**config.mk**
```make
export PLATFORM = sky130hd
export DESIGN_NAME = cfgcrc_seq
export DESIGN_NICKNAME = d
export VERILOG_FILES = /design/src/rtl/cfgcrc_seq.sv
export SDC_FILE = /design/constraint.sdc
export NUM_CORES = 1
export LEC_CHECK = 0
export CAP_MARGIN = 20
export CELL_PAD_IN_SITES_DETAIL_PLACEMENT = 1
export CELL_PAD_IN_SITES_GLOBAL_PLACEMENT = 1
export CORE_MARGIN = 4
export CORE_UTILIZATION = 37
export DETAILED_ROUTE_END_ITERATION = 10
export GPL_TIMING_DRIVEN = 0
export PLACE_DENSITY_LB_ADDON = 0.1
export SYNTH_ARGS = -nofsm -noshare
export SYNTH_HDL_FRONTEND = slang
export SYNTH_SLANG_ARGS = --single-unit
```
**constraint.sdc**
```tcl
create_clock -name clk -period 2.3 [get_ports clk]
set_input_delay 0.345 -clock clk [delete_from_list [all_inputs] [get_ports clk]]
set_output_delay 0.345 -clock clk [all_outputs]
set_load 0.05 [all_outputs]
```
**src/rtl/cfgcrc_seq.sv**
```systemverilog
module cfgcrc_seq #(
  parameter int NUM_BYTES = 11,
  parameter int A_FIRST   = 0,
  parameter int A_LEN     = 4,
  parameter int B_FIRST   = 5,
  parameter int B_LEN     = 5,
  localparam int IDX_W    = $clog2(NUM_BYTES)
) (
  input  logic             clk,
  input  logic             rst_n,
  input  logic             start,
  output logic             busy,
  output logic             launch,
  output logic [IDX_W-1:0] byte_idx,
  output logic [2:0]       bit_sel,
  output logic             end_a,
  output logic             end_b
);
  localparam int A_BITS = A_LEN * 8;
  localparam int TOTAL  = (A_LEN + B_LEN) * 8;
  localparam int CNT_W  = $clog2(TOTAL);
  localparam logic [CNT_W-1:0] LAST_A = CNT_W'(A_BITS - 1);
  localparam logic [CNT_W-1:0] LAST   = CNT_W'(TOTAL - 1);

  logic [CNT_W-1:0] cnt;
  logic [CNT_W-1:0] rel;
  logic [IDX_W-1:0] base;

  assign launch = start && !busy;
  assign end_a  = busy && (cnt == LAST_A);
  assign end_b  = busy && (cnt == LAST);

  always_ff @(posedge clk or negedge rst_n) begin
    if (!rst_n) begin
      busy <= 1'b0;
      cnt  <= '0;
    end else if (launch) begin
      busy <= 1'b1;
      cnt  <= '0;
    end else if (busy) begin
      if (cnt == LAST) busy <= 1'b0;
      else             cnt  <= cnt + 1'b1;
    end
  end

  always_comb begin
    if (cnt < CNT_W'(A_BITS)) begin
      rel  = cnt;
      base = IDX_W'(A_FIRST);
    end else begin
      rel  = cnt - CNT_W'(A_BITS);
      base = IDX_W'(B_FIRST);
    end
    byte_idx = base + IDX_W'(rel >> 3);
    bit_sel  = 3'd7 - rel[2:0];
  end

  // a run advances by exactly one step per clock
  p_step_r6: assert property (@(posedge clk) disable iff (!rst_n)
    busy && (cnt != LAST) |=> busy && (cnt == $past(cnt) + 1'b1));

  // a start during a run does not rewind the step counter
  p_restart_ignored_r7: assert property (@(posedge clk) disable iff (!rst_n)
    busy && start && (cnt != LAST) |=> cnt != '0);
endmodule

```
-- Word-level counts from Yosys, hierarchy flattened
Index checks and enable logic that the tools add are counted.
- add/sub/neg operators: 4
- magnitude comparators: 1
- equal/unequal tests: 3
- multiplexer cells: 8
- reductions and logical operators: 6
- operators with widths (kind ; count):
    7-bit 2-to-1 mux ; 4
    7-bit by 1-bit adder with 7-bit output (second input constant) ; 1
    7-bit by 5-bit equality test with 1-bit output (second input constant) ; 1
    7-bit equality test (second input constant) ; 1
    7-bit by 6-bit less-than comparator with 1-bit output (second input constant) ; 1
    7-bit by 6-bit subtractor with 7-bit output (second input constant) ; 1
    4-bit adder ; 1
    1-bit logical AND ; 3
    1-bit 2-to-1 mux ; 3
    3-bit 2-to-1 mux ; 1
    3-bit subtractor (first input constant) ; 1
    2-bit != test (second input constant) ; 1
    2-bit AND reduction ; 1
    2-bit nonzero test ; 1
    1-bit logical NOT ; 1
- flip-flop bits (word level): 8
- bits of input ports: 3
- output and inout port bits: 11
- word-level logic and storage cells: 24

-- Logic depth before layout (Yosys ltp)
- word-level depth: 4
- mapped depth: 5

-- Least setup slack after synthesis
Ideal clock, no wire load.
- kind: reg2out
- start point: register cnt[5]
- end point: output port byte_idx[2]
- arrival: 1.933 ns
- setup slack: 0.022 ns
- stages on the path, launching flop included: 6
- path buffers: 1
- cells stage by stage: dfrtp_1 -> buf_2 -> or2_2 -> ha_1 -> ha_1 -> xor2_1
- cells in the longest elaborated chain, start to end: 3
- ends and longest elaborated chain (what ; line ; text):
    start: declaration ; 25 ; logic [CNT_W-1:0] cnt;
    start signal: assignment ; 42 ; else cnt <= cnt + 1'b1;
    7-bit by 6-bit subtractor with 7-bit output / 7-bit by 6-bit less-than comparator with 1-bit output (equally long branches) ; 51, 47 ;
    7-bit 2-to-1 mux / 3-bit 2-to-1 mux (equally long branches) ; 47 ; if (cnt < CNT_W'(A_BITS)) begin
    4-bit adder * ; 54 ; byte_idx = base + IDX_W'(rel >> 3);
    end: declaration ; 14 ; output logic [IDX_W-1:0] byte_idx,
Mark *: on every way between the ends. The rest lies on a longest branch, timed or not.

-- Final worst setup path
- start point: register cnt[5]
- end point: output port byte_idx[0]
- cells in the longest elaborated chain, start to end: 3
- ends and longest elaborated chain (what ; line):
    7-bit by 6-bit less-than comparator with 1-bit output * ; 47
    3-bit 2-to-1 mux / 7-bit 2-to-1 mux (equally long branches) ; 47
    4-bit adder * ; 54
Marks and branches as above.

==> impl_metrics.toml <==
[outcome]
status = "completed"

[yosys]
synth_cells = 54
synth_top_area_share_pct = 37.74
ys_async_sr_fraction_pct = 100.0
synth_ff_type = "dfrtp_1"
synthMuxAreaShare_pct = 5.660
synth_top_family_by_area = "simple AND/OR/NAND/NOR gates"
yosysUniqueCellTypes = 29
yosys_register_bits = 8
syn-num-nets = 60
synth_compound_area_share_pct = 15.57
synthTopCellsByArea = "dfrtp_1 (38%), ha_1 (7.1%), mux2i_1 (5.7%)"
yosysSeqAreaShare_pct = 37.74
yosysWarningCount = 0
synth_edf_count = 0
synth_adder_area_share_pct = 7.075
synth_area_leader_cell = "dfrtp_1"
yosys.area_share.simple_pct = 25.00
syn_area_per_cell_um2 = 9.824
synthXorXnorAreaFrac_pct = 3.302
syn_area_um2 = 530.5

[critical_path]
startpoint_type = "flop"
cp_max_fo = 8
arrival_ps = 1890
endpoint_kind = "primary output"
critPathKind = "flop to primary output"
critPathRequiredTime_ps = 1960

[cts]
cts_made_buffers = 3
cts-hold-fix-buffers = 0
clock_path_buffers = 2
post_cts_buffers = 0
root_buffer = "clkbuf_4"
clock-sinks = 8
cts-resized-gates = 21
cts.clk_slew.worst_paths_ps = 60
htreeDepth = 1
clk_latency_ps = 250
cts_tree = "built"

[global_route]
grt_max_degree = 11
grt_pass1_vias = 498
grt_overflow_total = 0
grt.total_usage_pct = 15.32
grt_first_pass_wirelength_um = 2352
antenna_found_initial = 0

[sta]
rsz0062_at_grt = "no"
fin_skew_ps = 7.331
fin_crit_ps = 2234
fmax_mhz = 447.6
layout_worst_path_cycle_share_pct = 97.13
drv_slew = 0
max_slew.worst_pin.slew_ps = 506.2
slew_headroom_pct = 66.15
setup_viol = 0
finalHoldViolCount = 0

[placement]
gp_congestion = 0.7793
hpwlAfterDp_um = 1116
placed_area_um2 = 679.4
io_buffers = 13

[route]
via_count = 464
ant_nets = 0
wl_per_cell_um = 16.51
drt_wl_total_um = 1403
drc = 0
drtIter0Drc = 3
viasPerCell = 5.459
drtPass1Iterations = 3

[floorplanning]
die_w_um = 45.87
rows = 13
die_area_um2 = 2104
start_util_pct = 39.77
core_region_area_um2 = 1334
die_h_um = 45.87
io_pins = 14

[min_path]
hold_class = "input pin to async pin"

[final_layout]
final_common_cell = "dfrtp_1"
antennaDiodeCount = 0
fin_util_pct = 51.31
drive_gt1_share_pct = 24.29
final_area_um2 = 684.4
layout.nets = 78
final.fill_count = 167
syn_to_final_growth_pct = 29.01
mostFrequentLayoutCells = "dfrtp_1 (8), clkdlybuf4s50_1 (6), buf_2 (5)"

[run]
max_cap_violations = 0
[sequential cells by signal (all words and copies together) (netlist names)]
name / count
cnt: 7
busy: 1
[path summary, 6_finish.rpt]
kind | start | endpoint | slack (ps) | cells after the start
setup / recovery | cnt[5] | byte_idx[0] | 70 | 4
setup reg to reg | cnt[0] | cnt[1] | 760 | 5
min in group clk | cnt[6] | cnt[6] | 550 | 1
hold / removal | rst_n | cnt[6] | 390 | 1
hold reg to reg | cnt[6] | cnt[6] | 550 | 1
max in group asynchronous | rst_n | cnt[1] | 1630 | 1
[metrics by stage]
step / instances / hold WS (ps) / setup WS, ps / setup TNS [ps]
2_1_floorplan: 54 / 49.41 / 22.34 / 0
3_3_place_gp: 82 / 532.5 / -198.5 / -428.6
3_5_place_dp: 82 / 556.0 / -229.9 / -577.7
4_1_cts: 85 / 397.9 / 30.88 / 0
5_1_grt: 85 / 414.3 / 9.455 / 0
6_report: 85 / 385.2 / 65.95 / 0
[per-layer routing]
layer,vias to the layer above,wire (um),track usage (%)
li1,226,-,-
met1,228,653,19.81
met2,8,697,25.55
met3,2,44,3.557
met4,0,8,3.409
met5,-,0,0
[kinds of logic after synthesis]
kind of cell,after synthesis
flip-flops,8
AND/OR/NAND/NOR,20
multiplexers,3
AO/OA/AOI/OAI,11
XOR/XNOR,2
buffers and inverters,7
adder cells (fa/ha/maj),3
[synth_stat cells (2+ instances only)]
master / count
dfrtp_1: 8
a21oi_1: 4
inv_1: 4
nand3_1: 4
ha_1: 3
mux2i_1: 3
nand2_1: 3
buf_2: 2
nand4_1: 2
nor2_1: 2
[area by class of cell]
type | count | area [um^2] | share of cell area [%]
clock buffer | 3 | 22.52 | 3.291
inverter | 4 | 15.01 | 2.194
buffer | 3 | 15.01 | 2.194
timing repair buffer | 13 | 112.6 | 16.45
multi-input combinational | 39 | 300.3 | 43.88
tap | 15 | 18.77 | 2.742
sequential | 8 | 200.2 | 29.25
[worst max-delay path, cell delays in order (launching register included)]
cell and delay (ps):
dfrtp_1 360, buf_2 180, or2_2 330, ha_1 290, clkdlybuf4s15_1 490
Power is not shown: default switching activity piles up to over one toggle a cycle in this logic, so the estimate is an artifact.
